$ cat config.mk
export PLATFORM = sky130hd
export DESIGN_NAME = usb_txn_responder
export DESIGN_NICKNAME = d
export VERILOG_FILES = /design/src/rtl/usbr_pkg.sv /design/src/rtl/usbr_decode.sv /design/src/rtl/usbr_rx_state.sv /design/src/rtl/usbr_tx_regs.sv /design/src/rtl/usb_txn_responder.sv
export SDC_FILE = /design/constraint.sdc
export NUM_CORES = 1
export LEC_CHECK = 0
export ABC_AREA = 1
export CAP_MARGIN = 20
export CORE_ASPECT_RATIO = 2
export CORE_UTILIZATION = 52
export CTS_CLUSTER_DIAMETER = 40
export CTS_CLUSTER_SIZE = 8
export DETAILED_ROUTE_END_ITERATION = 10
export HOLD_SLACK_MARGIN = 0.03
export PLACE_DENSITY = 0.95
export SYNTH_ARGS = -nofsm -noshare
export SYNTH_HDL_FRONTEND = slang
export SYNTH_SLANG_ARGS = --single-unit
$ cat constraint.sdc
create_clock -name clk -period 3.2 [get_ports clk]
set_clock_uncertainty 0.05 [all_clocks]
set_input_delay 0.64 -clock clk [delete_from_list [all_inputs] [get_ports clk]]
set_output_delay 0.64 -clock clk [all_outputs]
set_load 0.01 [all_outputs]
$ cat src/rtl/usbr_pkg.sv
package usbr_pkg;
  localparam int BYTE_W = 8;
  localparam int NUM_EP = 3;
  localparam int EP_W   = 2;

  localparam logic [BYTE_W-1:0] PID_OUT   = 8'hE1;
  localparam logic [BYTE_W-1:0] PID_IN    = 8'h69;
  localparam logic [BYTE_W-1:0] PID_SETUP = 8'h2D;
  localparam logic [BYTE_W-1:0] PID_DATA0 = 8'hC3;
  localparam logic [BYTE_W-1:0] PID_DATA1 = 8'h4B;
  localparam logic [BYTE_W-1:0] PID_ACK   = 8'hD2;
  localparam logic [BYTE_W-1:0] PID_NAK   = 8'h5A;
  localparam logic [BYTE_W-1:0] TOK_EP1_OUT = 8'hFF;

  // bit 4 marks a handshake code in a transmit register
  function automatic logic holds_handshake(input logic [BYTE_W-1:0] v);
    return v[4];
  endfunction

  // the other receive half
  function automatic logic [BYTE_W-1:0] other_half(input logic [BYTE_W-1:0] ofs,
                                                   input int unsigned bytes);
    return BYTE_W'(bytes) - ofs;
  endfunction

  function automatic logic [EP_W-1:0] pick_ep(input logic ep_bit, input logic sel2);
    if (!ep_bit) return 2'd0;
    return sel2 ? 2'd2 : 2'd1;
  endfunction
endpackage

$ cat src/rtl/usbr_decode.sv
module usbr_decode
  import usbr_pkg::*;
(
  input  logic [BYTE_W-1:0] len,
  input  logic [BYTE_W-1:0] pid,
  input  logic [BYTE_W-1:0] addr_byte,
  input  logic              sel2,
  input  logic [6:0]        dev_addr,
  output logic              is_data,
  output logic              is_in,
  output logic              is_so,
  output logic              tok_drop,
  output logic [BYTE_W-1:0] so_tok,
  output logic [EP_W-1:0]   ep_sel
);
  logic long_enough, data_pid, addr_ok, known_tok;

  always_comb begin
    long_enough = (len >= 8'd3);
    data_pid    = (pid == PID_DATA0) || (pid == PID_DATA1);
    addr_ok     = (addr_byte[6:0] == dev_addr);
    known_tok   = (pid == PID_IN) || (pid == PID_SETUP) || (pid == PID_OUT);
    is_data     = long_enough && data_pid;
    is_in       = long_enough && !data_pid && addr_ok && (pid == PID_IN);
    is_so       = long_enough && !data_pid && addr_ok && (pid != PID_IN) && known_tok;
    tok_drop    = long_enough && !data_pid && !(addr_ok && known_tok);
    so_tok      = ((pid == PID_OUT) && addr_byte[7]) ? TOK_EP1_OUT : pid;
    ep_sel      = pick_ep(addr_byte[7], sel2);
  end
endmodule

$ cat src/rtl/usbr_rx_state.sv
module usbr_rx_state
  import usbr_pkg::*;
#(
  parameter int unsigned BUF_BYTES = 11
) (
  input  logic              clk,
  input  logic              rst_n,
  input  logic              pkt_done,
  input  logic [BYTE_W-1:0] len,
  input  logic              is_data,
  input  logic              is_so,
  input  logic              tok_drop,
  input  logic [BYTE_W-1:0] so_tok,
  input  logic              host_rx_wr,
  input  logic [BYTE_W-1:0] host_rx_val,
  output logic [BYTE_W-1:0] cur_tok,
  output logic [BYTE_W-1:0] rx_len,
  output logic [BYTE_W-1:0] rx_tok,
  output logic [BYTE_W-1:0] rx_ofs,
  output logic              data_nak,
  output logic              data_ack,
  output logic              data_store,
  output logic              in_busy
);
  logic data_live;

  always_comb begin
    data_live  = pkt_done && is_data && (cur_tok != '0);
    data_nak   = data_live && (rx_len != '0);
    data_ack   = data_live && (rx_len == '0);
    data_store = data_ack && (len >= 8'd4);
    in_busy    = ($signed(rx_len) > 0);
  end

  always_ff @(posedge clk or negedge rst_n) begin
    if (!rst_n) begin
      cur_tok <= '0;
      rx_len  <= '0;
      rx_tok  <= '0;
      rx_ofs  <= '0;
    end else begin
      if (pkt_done && tok_drop) cur_tok <= '0;
      else if (pkt_done && is_so) cur_tok <= so_tok;
      if (data_store) begin
        rx_len <= len;
        rx_tok <= cur_tok;
        rx_ofs <= other_half(rx_ofs, BUF_BYTES);
      end else if (host_rx_wr) begin
        rx_len <= host_rx_val;
      end
    end
  end
endmodule

$ cat src/rtl/usbr_tx_regs.sv
module usbr_tx_regs
  import usbr_pkg::*;
(
  input  logic                     clk,
  input  logic                     rst_n,
  input  logic                     host_tx_wr,
  input  logic [EP_W-1:0]          host_tx_ep,
  input  logic [BYTE_W-1:0]        host_tx_val,
  input  logic                     load_nak,
  input  logic [EP_W-1:0]          nak_ep,
  output logic [NUM_EP*BYTE_W-1:0] tx_flat
);
  for (genvar e = 0; e < NUM_EP; e++) begin : g_ep
    logic [BYTE_W-1:0] val_q;
    always_ff @(posedge clk or negedge rst_n) begin
      if (!rst_n) val_q <= PID_NAK;
      else if (load_nak && (nak_ep == EP_W'(e))) val_q <= PID_NAK;
      else if (host_tx_wr && (host_tx_ep == EP_W'(e))) val_q <= host_tx_val;
    end
    assign tx_flat[e*BYTE_W +: BYTE_W] = val_q;
  end
endmodule

$ cat src/rtl/usb_txn_responder.sv
module usb_txn_responder
  import usbr_pkg::*;
#(
  parameter int unsigned BUF_BYTES = 11
) (
  input  logic       clk,
  input  logic       rst_n,
  input  logic       pkt_done,
  input  logic [7:0] pkt_len,
  input  logic [7:0] pkt_pid,
  input  logic [7:0] pkt_addr,
  input  logic       pkt_sel2,
  input  logic [6:0] dev_addr,
  input  logic       host_rx_wr,
  input  logic [7:0] host_rx_val,
  input  logic       host_tx_wr,
  input  logic [1:0] host_tx_ep,
  input  logic [7:0] host_tx_val,
  output logic       reply_valid,
  output logic       reply_data,
  output logic [1:0] reply_ep,
  output logic [7:0] reply_code,
  output logic [7:0] host_rx_len,
  output logic [7:0] host_rx_tok,
  output logic [7:0] host_rx_ofs
);
  logic              is_data, is_in, is_so, tok_drop;
  logic [BYTE_W-1:0] so_tok, cur_tok;
  logic [EP_W-1:0]   ep_sel;
  logic              data_nak, data_ack, data_store, in_busy;
  logic [NUM_EP*BYTE_W-1:0] tx_flat;
  logic [BYTE_W-1:0] tx_sel;
  logic              in_nak, take_in, send_hs, send_data;

  usbr_decode u_dec (
    .len(pkt_len), .pid(pkt_pid), .addr_byte(pkt_addr), .sel2(pkt_sel2),
    .dev_addr(dev_addr), .is_data(is_data), .is_in(is_in), .is_so(is_so),
    .tok_drop(tok_drop), .so_tok(so_tok), .ep_sel(ep_sel)
  );

  usbr_rx_state #(.BUF_BYTES(BUF_BYTES)) u_rx (
    .clk(clk), .rst_n(rst_n), .pkt_done(pkt_done), .len(pkt_len),
    .is_data(is_data), .is_so(is_so), .tok_drop(tok_drop), .so_tok(so_tok),
    .host_rx_wr(host_rx_wr), .host_rx_val(host_rx_val), .cur_tok(cur_tok),
    .rx_len(host_rx_len), .rx_tok(host_rx_tok), .rx_ofs(host_rx_ofs),
    .data_nak(data_nak), .data_ack(data_ack), .data_store(data_store),
    .in_busy(in_busy)
  );

  usbr_tx_regs u_tx (
    .clk(clk), .rst_n(rst_n), .host_tx_wr(host_tx_wr), .host_tx_ep(host_tx_ep),
    .host_tx_val(host_tx_val), .load_nak(send_data), .nak_ep(ep_sel),
    .tx_flat(tx_flat)
  );

  always_comb begin
    tx_sel    = tx_flat[int'(ep_sel)*BYTE_W +: BYTE_W];
    in_nak    = pkt_done && is_in && in_busy;
    take_in   = pkt_done && is_in && !in_busy;
    send_hs   = take_in && holds_handshake(tx_sel);
    send_data = take_in && !holds_handshake(tx_sel);
  end

  always_ff @(posedge clk or negedge rst_n) begin
    if (!rst_n) begin
      reply_valid <= 1'b0;
      reply_data  <= 1'b0;
      reply_ep    <= '0;
      reply_code  <= '0;
    end else begin
      reply_valid <= data_nak || data_ack || in_nak || take_in;
      reply_data  <= send_data;
      reply_ep    <= send_data ? ep_sel : '0;
      if (data_nak || in_nak)         reply_code <= PID_NAK;
      else if (data_ack)              reply_code <= PID_ACK;
      else if (send_hs || send_data)  reply_code <= tx_sel;
      else                            reply_code <= '0;
    end
  end
endmodule

==> flow_metrics.py <==
metrics = {
    "outcome": {
        "status": "finished, final reports clean",
    },
    "detailed_routing": {
        "vias_per_cell": 5.27,
        "drc_errors": 0,
        "routed_wl_um": 8800,
        "drt-met1-wl_um": 2750,
        "wl_per_cell_um": 14.8,
        "dr.pass1.iters": 5,
        "drtAntennaViolNets": 0,
        "first_iter_violations": 221,
        "vias": 3134,
        "route.met3.wl_um": 374,
        "met2_length_um": 5280,
        "topRoutingLayerUsed": "met4",
    },
    "sta": {
        "rsz0062_at_grt": "false",
        "relSlewSlack": 0.580,
        "hold_viol_final": 0,
        "slew_violations": 0,
        "finalSetupViolations": 0,
        "fin_setup_tns_ns": 0,
        "fin_crit_ns": 2.43,
        "fin_worst_hold_slack_ns": 0.258,
        "fmax_ghz": 0.412,
        "fin_crit_sh": 0.758,
        "worst_pin_slew_ns": 0.628,
    },
    "clock_network": {
        "clk_path_buf_depth": 2,
        "clkLatencyLatePin_ns": 0.33,
        "cts.root.buffer_cell": "clkbuf_16",
        "cts_tree": "built",
        "clock_sink_count": 66,
        "htreeDepth": 3,
        "clk_pin_slew_ns": 0.05,
        "postCtsResizedCells": 0,
        "cts_inserted_buffers": 9,
        "cts_hold_buffers": 0,
        "post_cts_buffers": 0,
    },
    "synthesis": {
        "synth_cells": 414,
        "synth-compound-area-share": 0.102,
        "synth_edf_count": 0,
        "synthXorXnorAreaFrac": 0.0260,
        "synth-simple-area-share": 0.273,
        "yosysMostFrequentCell": "nand2_1",
        "yosys_warnings": 0,
        "yosysTopAreaCellShare": 0.401,
        "synth.top_cells.by_count": "nand2_1, inv_1, dfrtp_1",
        "syn_area_um2": 3370,
        "syn_area_per_cell_um2": 8.14,
        "ys_ff_latch": 66,
        "synthAdderAreaFrac": 0.00371,
        "synth_top_cell_by_area": "dfrtp_1",
        "synthDistinctLibCells": 39,
        "seq_area_frac_synth": 0.494,
        "synthMuxAreaShare": 0.0119,
        "synth-async-reset-ratio": 1.00,
        "synthFlopType": "dfrtp_1",
        "synth_top_family_by_area": "simple AND/OR/NAND/NOR gates",
        "ys_top_cells_by_area": "dfrtp_1, nand2_1, dfstp_2",
    },
    "finish": {
        "fin_nets": 560,
        "n_fill_cell": 444,
        "drive_gt1_frac": 0.102,
        "final_cells": 595,
        "design_area_um2": 4620,
        "area_delta_synth_final_pct": 37.1,
        "n_antenna_cell": 0,
    },
    "global_routing": {
        "grt_pass1_vias": 3287,
        "globalRouteOverflowTotal": 0,
        "grt_pass1_wl_um": 14400,
        "antenna_found_initial": 0,
        "grt_max_degree": 67,
        "grt_use_total": 0.287,
    },
    "setup_path": {
        "cp_max_fo": 46,
        "r2r_start": "u_rx.rx_len[7]$_DFFE_PN0P_",
        "worstSetupStartpointType": "primary input",
        "cp.arrival_ns": 2.58,
        "reg2regPathDepth": 6,
        "crit_required_ns": 3.36,
        "r2r_end": "u_rx.rx_len[6]$_DFFE_PN0P_",
        "endpoint_kind": "register",
        "worstSetupPathType": "in2reg",
        "reg2reg_slack_ns": 1.21,
    },
    "power": {
        "p_comb_frac": 0.150,
        "power_mw": 2.29,
        "pwr-share-seq": 0.419,
        "switching_power_mw": 0.589,
        "p_leak_nw": 2.35,
        "p_clk_frac": 0.431,
        "p_int_mw": 1.70,
        "powerDensity_nw_per_um2": 495,
        "switching_share": 0.258,
        "peakVddDrop_v": 0.000496,
    },
    "floorplan": {
        "io_pins": 91,
        "coreArea_um2": 6260,
        "die_w_um": 58.9,
        "start_util": 0.539,
        "rows": 41,
        "die_area_um2": 6830,
        "die_h_um": 116,
    },
    "min_path": {
        "hp-class": "in2async",
    },
    "place": {
        "hpwlAfterDp_um": 6410,
        "placed_cells": 579,
        "port_buffers": 88,
        "placed_cell_area_um2": 4320,
        "gp_congestion": 0.868,
    },
    "flow_run": {
        "cap_violations": 0,
    },
}
worst max-delay path: stages:
cell and delay, ns:
clkdlybuf4s50_1 0.46, nor2_1 0.14, nand3_1 0.11, nand2_1 0.13, nand2_4 0.09, nor2_4 0.11
nand4_4 0.46, o21ai_1 0.33, nand2_1 0.09
placed cells by master, fill, tap and decap left out, drive strengths merged:
cell type / count
clkdlybuf4s50: 87
clkbuf: 10
xnor2: 7
a22o: 1
dfrtp: 54
nor2: 35
inv: 63
clkinv: 4
or2: 1
o22ai: 2
a221oi: 3
nor3: 5
ha: 1
nand4: 5
nand3: 24
xor2: 3
o221ai: 1
or3: 1
a21oi: 6
clkinvlp: 1
o21ai: 45
a31oi: 1
bufinv: 1
conb: 2
dfstp: 12
mux2i: 4
nand2: 127
nand3b: 1
buf: 2
kinds of logic after synthesis:
kind of cell             after synthesis
AO/OA/AOI/OAI                         59
XOR/XNOR                              10
adder cells (fa/ha/maj)                1
buffers and inverters                 74
flip-flops                            66
multiplexers                           4
other                                  1
AND/OR/NAND/NOR                      199
layer usage:
layer | track usage | vias to the layer above
li1 | - | 1480
met1 | 0.261 | 1503
met2 | 0.544 | 115
met3 | 0.0458 | 36
met4 | 0.206 | 0
met5 | 0 | -
state kept, by name, indices dropped and copies added, names as in the netlist:
register and cells:
u_rx.rx_tok 8, u_tx.g_ep.val_q 24, reply_data 1, reply_valid 1
reply_ep 2, u_rx.cur_tok 8, u_rx.rx_ofs 6, reply_code 8
u_rx.rx_len 8
worst max path at each step:
stage,cells past startpoint,slack [ns],from,end
floorplan,9,1.44,pkt_pid[2],u_rx.rx_len[0]$_DFFE_PN0P_
global placement,9,0.60,pkt_pid[3],u_rx.rx_len[0]$_DFFE_PN0P_
detailed placement,9,0.45,pkt_pid[3],u_rx.rx_len[1]$_DFFE_PN0P_
CTS,9,0.78,pkt_pid[3],u_rx.rx_len[6]$_DFFE_PN0P_
global route,9,0.55,pkt_pid[3],u_rx.rx_len[1]$_DFFE_PN0P_
finish,9,0.77,pkt_pid[3],u_rx.rx_len[6]$_DFFE_PN0P_
per-stage QoR:
stage | utilization | setup WS (ns)
global route | 0.739 | 0.551
CTS | 0.739 | 0.776
global placement | 0.690 | 0.597
detailed placement | 0.690 | 0.451
floorplan | - | 1.44
finish | 0.739 | 0.775
power by group through the flow:
stage	logic [mW]	clock network (mW)	registers, mW
finish	0.343	0.986	0.958
global route	0.381	1.03	0.963
CTS	0.343	0.991	0.956
detailed placement	0.334	0	0.968
global placement	0.318	0	0.964
floorplan	0.178	0	0.963
cell type report:
cell class              instances  area, um2  share of cell area
clock buffers                  10        239              0.0517
repair buffers                 89        896               0.194
well taps                      86        108              0.0233
flip-flops and latches         66       1670               0.361
multi-input cells             275       1410               0.305
clock inverters                 6       65.1              0.0141
inverters                      63        236              0.0512
No activity file was read; power rests on OpenSTA's default activity.
